$ cat src/rtl/cfgp_pkg.sv
package cfgp_pkg;

    localparam logic [7:0] KEY_ENTER   = 8'h87;
    localparam logic [7:0] KEY_EXIT    = 8'hAA;
    localparam logic [7:0] REG_LDN     = 8'h07;
    localparam logic [7:0] REG_ID      = 8'h20;
    localparam logic [7:0] REG_ACT     = 8'h30;
    localparam logic [7:0] BYTE_LOCKED = 8'hFF;
    localparam logic [7:0] BYTE_EMPTY  = 8'h00;

    typedef enum logic [1:0] {
        LK_SHUT  = 2'd0,
        LK_ARMED = 2'd1,
        LK_OPEN  = 2'd2
    } lock_e;

    typedef struct packed {
        logic       addr;
        logic       wr;
        logic       rd;
        logic [7:0] wdata;
    } io_req_t;

endpackage

$ cat src/rtl/cfgp_keyseq.sv
module cfgp_keyseq
    import cfgp_pkg::*;
(
    input  logic    clk,
    input  logic    rst_n,
    input  io_req_t req,
    output logic    open_o,
    output logic    idx_we_o
);

    typedef struct packed {
        lock_e st;
    } key_state_t;

    key_state_t ks_d, ks_q;
    logic       key_port_wr;

    always_comb begin
        ks_d        = ks_q;
        key_port_wr = req.wr && !req.addr;
        case (ks_q.st)
            LK_SHUT: begin
                if (req.wr)
                    ks_d.st = (key_port_wr && req.wdata == KEY_ENTER) ? LK_ARMED : LK_SHUT;
            end
            LK_ARMED: begin
                if (req.wr)
                    ks_d.st = (key_port_wr && req.wdata == KEY_ENTER) ? LK_OPEN : LK_SHUT;
            end
            LK_OPEN: begin
                if (key_port_wr && req.wdata == KEY_EXIT)
                    ks_d.st = LK_SHUT;
            end
            default: ks_d.st = LK_SHUT;
        endcase
        open_o   = (ks_q.st == LK_OPEN);
        idx_we_o = open_o && key_port_wr && (req.wdata != KEY_EXIT);
    end

    always_ff @(posedge clk or negedge rst_n) begin
        if (!rst_n) ks_q <= '{st: LK_SHUT};
        else        ks_q <= ks_d;
    end

    AST_OPEN_AFTER_KEY: assert property (@(posedge clk) disable iff (!rst_n)
        $rose(open_o) |-> $past(req.wr && !req.addr && req.wdata == KEY_ENTER))
        else $error("open without enter key");

    AST_FOREIGN_WRITE_KEEPS_SHUT: assert property (@(posedge clk) disable iff (!rst_n)
        (!open_o && req.wr && !(!req.addr && req.wdata == KEY_ENTER)) |=> !open_o)
        else $error("foreign write opened port");

    AST_EXIT_RELOCKS: assert property (@(posedge clk) disable iff (!rst_n)
        (open_o && req.wr && !req.addr && req.wdata == KEY_EXIT) |=> !open_o)
        else $error("exit key did not lock");

endmodule

$ cat src/rtl/cfgp_decode.sv
module cfgp_decode
    import cfgp_pkg::*;
#(
    parameter int         NUM_LDEV  = 16,
    parameter int         BANK_WIN  = 8,
    parameter logic [7:0] BANK_BASE = 8'hF0,
    parameter logic [7:0] CHIP_ID   = 8'h5C,
    localparam int        LDN_W     = $clog2(NUM_LDEV),
    localparam int        SLOT_W    = $clog2(NUM_LDEV * BANK_WIN)
) (
    input  logic [7:0]                         idx_i,
    input  logic [7:0]                         ldn_i,
    input  logic [NUM_LDEV-1:0][7:0]           act_i,
    input  logic [NUM_LDEV*BANK_WIN-1:0][7:0]  bank_i,
    output logic                               ldn_ok_o,
    output logic                               win_hit_o,
    output logic [LDN_W-1:0]                   ldn_idx_o,
    output logic [SLOT_W-1:0]                  slot_o,
    output logic [7:0]                         rd_byte_o
);

    localparam logic [7:0] WIN_B = 8'(BANK_WIN);
    localparam logic [7:0] NLD_B = 8'(NUM_LDEV);

    logic [7:0] rel;

    always_comb begin
        rel       = idx_i - BANK_BASE;
        win_hit_o = (rel < WIN_B);
        ldn_ok_o  = (ldn_i < NLD_B);
        ldn_idx_o = ldn_i[LDN_W-1:0];
        slot_o    = SLOT_W'(ldn_idx_o) * SLOT_W'(BANK_WIN) + SLOT_W'(rel);

        if (idx_i == REG_LDN)
            rd_byte_o = ldn_i;
        else if (idx_i == REG_ID)
            rd_byte_o = CHIP_ID;
        else if (idx_i == REG_ACT)
            rd_byte_o = ldn_ok_o ? act_i[ldn_idx_o] : BYTE_EMPTY;
        else if (win_hit_o)
            rd_byte_o = ldn_ok_o ? bank_i[slot_o] : BYTE_EMPTY;
        else
            rd_byte_o = BYTE_EMPTY;
    end

endmodule

$ cat src/rtl/cfgp_regfile.sv
module cfgp_regfile
    import cfgp_pkg::*;
#(
    parameter int  NUM_LDEV = 16,
    parameter int  BANK_WIN = 8,
    localparam int LDN_W    = $clog2(NUM_LDEV),
    localparam int SLOT_W   = $clog2(NUM_LDEV * BANK_WIN)
) (
    input  logic                               clk,
    input  logic                               rst_n,
    input  io_req_t                            req,
    input  logic                               open_i,
    input  logic                               idx_we_i,
    input  logic                               ldn_ok_i,
    input  logic                               win_hit_i,
    input  logic [LDN_W-1:0]                   ldn_idx_i,
    input  logic [SLOT_W-1:0]                  slot_i,
    input  logic [7:0]                         rd_byte_i,
    output logic [7:0]                         idx_o,
    output logic [7:0]                         ldn_o,
    output logic [7:0]                         rdata_o,
    output logic [NUM_LDEV-1:0][7:0]           act_o,
    output logic [NUM_LDEV*BANK_WIN-1:0][7:0]  bank_o
);

    typedef struct packed {
        logic [7:0]                        idx;
        logic [7:0]                        ldn;
        logic [7:0]                        rdata;
        logic [NUM_LDEV-1:0][7:0]          act;
        logic [NUM_LDEV*BANK_WIN-1:0][7:0] bank;
    } rf_t;

    rf_t  rf_d, rf_q;
    logic data_we;

    always_comb begin
        rf_d    = rf_q;
        data_we = open_i && req.wr && req.addr;

        if (idx_we_i)
            rf_d.idx = req.wdata;

        if (data_we) begin
            if (rf_q.idx == REG_LDN)
                rf_d.ldn = req.wdata;
            else if (rf_q.idx == REG_ACT) begin
                if (ldn_ok_i) rf_d.act[ldn_idx_i] = req.wdata;
            end else if (win_hit_i && ldn_ok_i)
                rf_d.bank[slot_i] = req.wdata;
        end

        if (req.rd) begin
            if (!open_i)
                rf_d.rdata = BYTE_LOCKED;
            else
                rf_d.rdata = req.addr ? rd_byte_i : rf_q.idx;
        end
    end

    always_ff @(posedge clk or negedge rst_n) begin
        if (!rst_n) rf_q <= '0;
        else        rf_q <= rf_d;
    end

    assign idx_o   = rf_q.idx;
    assign ldn_o   = rf_q.ldn;
    assign rdata_o = rf_q.rdata;
    assign act_o   = rf_q.act;
    assign bank_o  = rf_q.bank;

    AST_LOCKED_NO_WRITE: assert property (@(posedge clk) disable iff (!rst_n)
        !open_i |=> ($stable(ldn_o) && $stable(act_o) && $stable(bank_o)))
        else $error("register changed while locked");

    AST_LOCKED_READ_FF: assert property (@(posedge clk) disable iff (!rst_n)
        (req.rd && !open_i) |=> (rdata_o == BYTE_LOCKED))
        else $error("locked read not 0xFF");

    AST_RDATA_HOLDS: assert property (@(posedge clk) disable iff (!rst_n)
        !req.rd |=> $stable(rdata_o))
        else $error("read data moved without read");

endmodule

$ cat src/rtl/cfg_port_unlock.sv
module cfg_port_unlock
    import cfgp_pkg::*;
#(
    parameter int         NUM_LDEV  = 16,
    parameter int         BANK_WIN  = 8,
    parameter logic [7:0] BANK_BASE = 8'hF0,
    parameter logic [7:0] CHIP_ID   = 8'h5C
) (
    input  logic                            clk,
    input  logic                            rst_n,
    input  logic                            io_addr,
    input  logic                            io_wr,
    input  logic                            io_rd,
    input  logic [7:0]                      io_wdata,
    output logic [7:0]                      io_rdata,
    output logic                            cfg_open,
    output logic [NUM_LDEV-1:0]             ldev_active,
    output logic [NUM_LDEV*BANK_WIN*8-1:0]  ldev_regs
);

    localparam int LDN_W  = $clog2(NUM_LDEV);
    localparam int SLOT_W = $clog2(NUM_LDEV * BANK_WIN);

    io_req_t                           req;
    logic                              idx_we;
    logic                              ldn_ok, win_hit;
    logic [LDN_W-1:0]                  ldn_idx;
    logic [SLOT_W-1:0]                 slot;
    logic [7:0]                        rd_byte, idx, ldn;
    logic [NUM_LDEV-1:0][7:0]          act;
    logic [NUM_LDEV*BANK_WIN-1:0][7:0] bank;

    assign req = '{addr: io_addr, wr: io_wr, rd: io_rd, wdata: io_wdata};

    cfgp_keyseq u_keyseq (
        .clk      (clk),
        .rst_n    (rst_n),
        .req      (req),
        .open_o   (cfg_open),
        .idx_we_o (idx_we)
    );

    cfgp_decode #(
        .NUM_LDEV  (NUM_LDEV),
        .BANK_WIN  (BANK_WIN),
        .BANK_BASE (BANK_BASE),
        .CHIP_ID   (CHIP_ID)
    ) u_decode (
        .idx_i     (idx),
        .ldn_i     (ldn),
        .act_i     (act),
        .bank_i    (bank),
        .ldn_ok_o  (ldn_ok),
        .win_hit_o (win_hit),
        .ldn_idx_o (ldn_idx),
        .slot_o    (slot),
        .rd_byte_o (rd_byte)
    );

    cfgp_regfile #(
        .NUM_LDEV (NUM_LDEV),
        .BANK_WIN (BANK_WIN)
    ) u_regfile (
        .clk       (clk),
        .rst_n     (rst_n),
        .req       (req),
        .open_i    (cfg_open),
        .idx_we_i  (idx_we),
        .ldn_ok_i  (ldn_ok),
        .win_hit_i (win_hit),
        .ldn_idx_i (ldn_idx),
        .slot_i    (slot),
        .rd_byte_i (rd_byte),
        .idx_o     (idx),
        .ldn_o     (ldn),
        .rdata_o   (io_rdata),
        .act_o     (act),
        .bank_o    (bank)
    );

    for (genvar g = 0; g < NUM_LDEV; g++) begin : g_act
        assign ldev_active[g] = act[g][0];
    end

    assign ldev_regs = bank;

    AST_EXIT_KEEPS_INDEX: assert property (@(posedge clk) disable iff (!rst_n)
        (cfg_open && io_wr && !io_addr && io_wdata == KEY_EXIT) |=> $stable(idx))
        else $error("exit key altered index");

endmodule

$ cat config.mk
export PLATFORM = sky130hd
export DESIGN_NAME = cfg_port_unlock
export DESIGN_NICKNAME = d
export VERILOG_FILES = /design/src/rtl/cfgp_pkg.sv /design/src/rtl/cfgp_keyseq.sv /design/src/rtl/cfgp_decode.sv /design/src/rtl/cfgp_regfile.sv /design/src/rtl/cfg_port_unlock.sv
export SDC_FILE = /design/constraint.sdc
export NUM_CORES = 2
export LEC_CHECK = 0
export BUFFER_PORTS_ARGS = -buffer_cell sky130_fd_sc_hd__clkbuf_2
export CORE_MARGIN = 2
export CORE_UTILIZATION = 30
export DETAILED_ROUTE_END_ITERATION = 12
export PLACE_DENSITY = 0.48
export SLEW_MARGIN = 20
export SYNTH_ARGS = -nofsm -noshare
export SYNTH_HDL_FRONTEND = slang
export SYNTH_SLANG_ARGS = --single-unit
$ cat constraint.sdc
create_clock -name clk -period 8.8 [get_ports clk]
set_input_delay 0.88 -clock clk [delete_from_list [all_inputs] [get_ports clk]]
set_output_delay 0.88 -clock clk [all_outputs]
set_load 0.005 [all_outputs]
Yosys cells after proc, flatten, opt, wreduce, memory -nomap -nowiden
Cells that the tools add are included.

word-level totals
  register bits after elaboration = 1178
  bits in latches = 0
  RAM bits = 0
  ROM bits = 0
  input bits = 13
  output and inout bits = 1049
  logic and storage cells = 209
  memories = 0

cells by class
  $add $sub $neg = 2
  multipliers = 0
  divide/modulo/power cells = 0
  magnitude comparators = 6
  equal/unequal tests = 11
  shift-type cells = 0
  mux-type cells = 24
  bitwise operators = 2
  reductions and logical operators = 16

operator list
  operator             count
  $bwmux 1024          1
  $bwmux 128           1
  $mux 8               12
  $bmux 8 s7           1
  $demux 8 s7          1
  $bmux 8 s4           1
  $demux 8 s4          1
  $eq 8x6->1 const B   2
  $eq 8x8->1 const B   2
  $logic_and 1x1->1    10
  $eq 8x3->1 const B   1
  $lt 7x8->1 const B   1
  $lt 8x4->1 const B   1
  $lt 8x5->1 const B   1
  $mux 2               4
  $ne 8x8->1 const B   1
  $reduce_and 4->1     2
  $sub 8x8->8 const B  1
  $add 7x7->7          1
  $ge 7x1->1 const B   1
  $ne 2x2->1 const B   3
  $pmux 2 s3           1
  $lt 4x5->1 const B   1
  $ge 4x1->1 const B   1
  8 further kinds      9

Logic depth before layout (Yosys ltp)
  word-level depth = 11
  depth in mapped cells = 14

Hierarchy
A second synthesis with hierarchy kept.

unflattened totals
  cells, all modules = 3927
  area, all modules = 55101.6 µm²

modules (own cells, without submodules)
  module        instances  cells each  area each (µm²)  sequential area each (µm²)
  cfgp_regfile  1          2764        44724.1          29428.2
  cfgp_decode   1          1148        10229.8          0.0
  cfgp_keyseq   1          15          147.6            50.0

Worst setup path before layout
No wires, ideal clock.

  path kind = register to register
  start = register u_regfile.rf_q (netlist bit u_regfile.idx_o[4])
  end = register u_regfile.rf_q (netlist bit u_regfile.bank_o[1008])
  setup time = 0.125 ns
  arrival = 3.060 ns
  required time = 8.675 ns
  slack = 5.616 ns
  stages on the path, launching flop included = 12
  cells stage by stage = dfrtp_1 > inv_1 > ha_1 > ha_1 > and3_1 > o21ai_0 > and2_1 > buf_2 > buf_6 > nand3_2 > nor2_2 > mux2_2

on the way
  word-level cells in the longest chain between the ends = 7

RTL lines
  item                                                                   line                RTL
  start: declaration                                                     cfgp_regfile.sv:34  rf_t rf_d, rf_q;
  start signal: assignment                                               cfgp_regfile.sv:63  else rf_q <= rf_d;
  $sub 8x8->8                                                            cfgp_decode.sv:28   rel = idx_i - BANK_BASE;
  $add 7x7->7                                                            cfgp_decode.sv:32   slot_o = SLOT_W'(ldn_idx_o) * SLOT_W'(BANK_WIN) + SLOT_W'(rel);
  $lt 7x8->1 (implied by the code) / $ge 7x1->1 (equally long branches)  cfgp_regfile.sv:50  rf_d.bank[slot_i] = req.wdata;
  $logic_and 1x1->1 (implied by the code)                                cfgp_regfile.sv:50
  $mux 8 (implied by the code)                                           cfgp_regfile.sv:50
  $demux 8 s7                                                            -
  $bwmux 1024                                                            cfgp_regfile.sv:50

Parallel ways exist; a longest one is shown, timed or not.
A chain may end at the register's enable or synchronous reset.

Worst setup path after layout
  start = register u_regfile.rf_q (netlist bit u_regfile.ldn_o[0])
  end = register u_regfile.rf_q (netlist bit u_regfile.rdata_o[1])

on the way
  word-level cells in the longest chain between the ends = 10

RTL lines
  item                          line                RTL
  $add 7x7->7                   cfgp_decode.sv:32
  $bmux 8 s7                    cfgp_decode.sv:41   rd_byte_o = ldn_ok_o ? bank_i[slot_o] : BYTE_EMPTY;
  $mux 8 (implied by the code)  cfgp_decode.sv:41
  $mux 8                        cfgp_decode.sv:41
  $mux 8                        cfgp_decode.sv:40   else if (win_hit_o)
  $mux 8 *                      cfgp_decode.sv:38   else if (idx_i == REG_ACT)
  $mux 8 *                      cfgp_decode.sv:36   else if (idx_i == REG_ID)
  $mux 8 *                      cfgp_decode.sv:34   if (idx_i == REG_LDN)
  $mux 8 *                      cfgp_regfile.sv:57  rf_d.rdata = req.addr ? rd_byte_i : rf_q.idx;
  $mux 8 *                      cfgp_regfile.sv:54  if (!open_i)

Every way passes the cells marked *; elsewhere a longest branch is shown, timed or not. The select of a mux whose other input is x is not followed.

==> impl_metrics.py <==
metrics = {
    "route": {
        "dr.pass1.iters": 5,
        "wire_per_inst_um": 36.7,
        "wirelength_um": 261000,
        "routed-via-count": 38500,
        "vias_per_cell": 5.42,
        "drtIter0Drc": 3087,
        "ant_nets": 0,
        "drc": 0,
    },
    "yosys": {
        "ys_types": 74,
        "netlist.area_leader.share_pct": 53.7,
        "synth-seq-cells": 1178,
        "async_flop_share_pct": 100,
        "synth_fa_ha_area_share_pct": 0.196,
        "ys_warn_count": 0,
        "syn-cell-area_sq_um": 54800,
        "synth_compound_area_share_pct": 2.63,
        "synth_top_flop_cell": "dfrtp_1",
        "synthMuxAreaShare_pct": 36.6,
        "seq_area_frac_synth_pct": 53.7,
        "syn_inst": 3652,
        "yosysMostFrequentCell": "dfrtp_1",
        "synth_xor_area_share_pct": 0.0753,
        "yosysTopAreaCell": "dfrtp_1",
        "syn_nets": 3673,
        "synth_top_family_by_area": "multiplexers",
        "synth_area_per_cell_sq_um": 15.0,
        "synth_commonest_cells": "dfrtp_1, mux2_2, mux4_2, clkbuf_1, nand2_1",
        "ys_top_cells_by_area": "dfrtp_1, mux2_2, mux4_2",
        "synth_edf_count": 0,
        "yosys.area_share.simple_pct": 4.43,
    },
    "sta": {
        "min_period_ns": 5.88,
        "finalCritPeriodShare_pct": 66.8,
        "relSlewSlack_pct": 19.4,
        "tns_ns": 0,
        "fmaxAchievable_mhz": 170,
        "finalClockSkew_ns": 0.0384,
        "maxSlewViolCount": 0,
        "finalSetupViolations": 0,
        "holdWs_ns": 0.124,
        "rsz0062_at_grt": "false",
        "tightest_slew_ns": 1.21,
        "hold_violations": 0,
    },
    "status": {
        "outcome": "finished, final reports clean",
    },
    "worst_setup_path": {
        "start_kind": "flip-flop",
        "crit_type": "reg2reg",
        "reg2reg_from": "u_regfile.ldn_o[0]",
        "r2r_slack_ns": 2.92,
        "arrival_ns": 6.58,
        "critPathRequiredTime_ns": 9.50,
        "r2r_end": "u_regfile.rdata_o[1]",
        "path_max_fanout": 42,
        "worstRegToRegCells": 10,
        "cp-end-kind": "flip-flop",
    },
    "pwr": {
        "p_sw_w": 0.00386,
        "comb_power_share_pct": 12.5,
        "p_total_w": 0.0136,
        "p_seq_share_pct": 41.5,
        "total_leakage_power_nw": 34.2,
        "vdd_ir_drop_max_mv": 0.194,
        "powerDensity_nw_per_um2": 201,
        "p_clk_share_pct": 46.1,
        "internal-power_w": 0.00970,
        "swShare_pct": 28.5,
    },
    "cts": {
        "ctsResizeCount": 0,
        "clockRootBuffer": "clkbuf_16",
        "htreeDepth": 4,
        "cts_max_path_buffers": 3,
        "numCtsBuffers": 144,
        "worst_skew_pair.late_latency_ns": 0.81,
        "post_cts_buffers": 0,
        "cts_hold_buf": 0,
        "numClockSinks": 1178,
        "cts.reportedPaths.clkPinSlew_ns": 0.06,
        "cts_tree": "done",
    },
    "cells_and_area": {
        "syn2layout_area_growth_pct": 23.3,
        "drive_gt1_share_pct": 61.0,
        "final_cells": 7113,
        "layout.nets": 4651,
        "nFillCells": 17700,
    },
    "global_routing": {
        "antenna_found_initial": 13,
        "grt_max_degree": 159,
        "grt_pass1_vias": 38700,
        "grt.overflow.total": 0,
        "grt_pass1_wl_um": 354000,
        "grt_use_total_pct": 27.5,
    },
    "floorplanning": {
        "std_cell_rows": 156,
        "ioPinCount": 1062,
        "coreArea_sq_um": 181000,
        "die_width_um": 432,
        "die_y_um": 432,
        "dieArea_sq_um": 186000,
        "initial_core_util_pct": 30.3,
    },
    "place": {
        "globalplace.congestion": 0.891,
        "port_buffers": 1061,
        "dp_cells": 6854,
        "place_hpwl_um": 191000,
    },
    "worst_hold_path": {
        "hold_class": "in2async",
    },
    "job": {
        "max_cap_violations": 0,
    },
}
worst max-delay path by stage:
stage	slack, ns	depth (start not counted)	endpoint	startpoint
final	2.92	10	u_regfile.rdata_o[1]	u_regfile.ldn_o[0]
after global routing	2.81	10	u_regfile.rdata_o[1]	u_regfile.ldn_o[0]
after CTS	2.90	10	u_regfile.rdata_o[1]	u_regfile.ldn_o[0]
after floorplan	5.62	11	u_regfile.bank_o[1008]	u_regfile.idx_o[4]
after global placement	2.93	10	u_regfile.rdata_o[1]	u_regfile.ldn_o[0]
after detailed placement	2.88	10	u_regfile.rdata_o[1]	u_regfile.ldn_o[0]
metrics by stage:
step,setup WS [ns],utilization [%],instance area (sq um)
floorplan,5.62,-,54800
global placement,2.93,34.6,62600
finish,2.92,37.3,67600
global route,2.81,37.3,67600
CTS,2.90,37.3,67600
detailed placement,2.88,34.6,62700
cell type report:
class / instances / area [sq um] / share of cell area, %
flip-flops and latches: 1178 / 29500 / 43.6
multi-input cells: 2176 / 24300 / 35.9
repair buffers: 1119 / 5970 / 8.83
clock buffers: 206 / 4190 / 6.20
well taps: 2370 / 2970 / 4.38
clock inverters: 49 / 699 / 1.03
inverters: 11 / 41.3 / 0.0611
diodes: 4 / 10.0 / 0.0148
sequential cells by signal, indices dropped and copies added (netlist names):
name and cells:
u_regfile.bank_o 1024, u_regfile.act_o 128, u_regfile.idx_o 8, u_regfile.ldn_o 8, u_regfile.rdata_o 8, u_keyseq.ks_q 2
worst max-delay path: stages, from the launching register on:
cell,delay [ns]
dfrtp_4,0.95
ha_1,0.29
inv_1,0.07
fa_2,1.02
nand2_2,0.67
nor2_4,1.13
a22o_1,0.40
nor4_2,0.16
a311oi_1,0.59
a211oi_1,0.14
a211oi_1,0.26
cells by family (layout without fill, tap and decap cells):
group | Yosys count | count (layout)
AO/OA/AOI/OAI | 194 | 194
XOR/XNOR | 3 | 3
adder cells (fa/ha/maj) | 8 | 8
buffers and inverters | 298 | 1385
flip-flops | 1178 | 1178
multiplexers | 1551 | 1551
other | 0 | 4
AND/OR/NAND/NOR | 420 | 420
power groups by stage:
stage | clock [W] | combinational (W) | sequential [W]
after global routing | 0.00660 | 0.00178 | 0.00563
after global placement | 0 | 0.00169 | 0.00572
after CTS | 0.00638 | 0.00172 | 0.00562
final | 0.00625 | 0.00169 | 0.00562
after detailed placement | 0 | 0.00171 | 0.00572
after floorplan | 0 | 0.000907 | 0.00563
per-layer routing:
metal / vias to the layer above / wire, um / track usage (%)
li1: 15700 / - / -
met4: 0 / 10900 / 10.2
met3: 311 / 15100 / 5.70
met2: 1477 / 129000 / 46.1
met5: - / 0 / 0
met1: 21000 / 106000 / 34.8
layout by cell type (no fill, tap or decap), types with 20 or more instances in the layout:
cell / synthesis / final
nor2_1: 57 / 50
mux4_2: 242 / 242
nand3_1: 46 / 44
nor3_1: 22 / 20
mux2_1: 34 / 34
nand2_1: 117 / 116
nor2_4: 40 / 43
clkbuf_16: 0 / 148
clkinv_2: 0 / 22
a21oi_1: 21 / 21
clkbuf_2: 0 / 1052
mux2_2: 1166 / 1166
a22oi_1: 54 / 54
dfrtp_1: 1178 / 1174
mux2i_1: 109 / 109
nor2_2: 22 / 26
buf_4: 24 / 45
clkbuf_1: 181 / 31
clkbuf_8: 0 / 27
No activity file was read; power rests on OpenSTA's default activity.
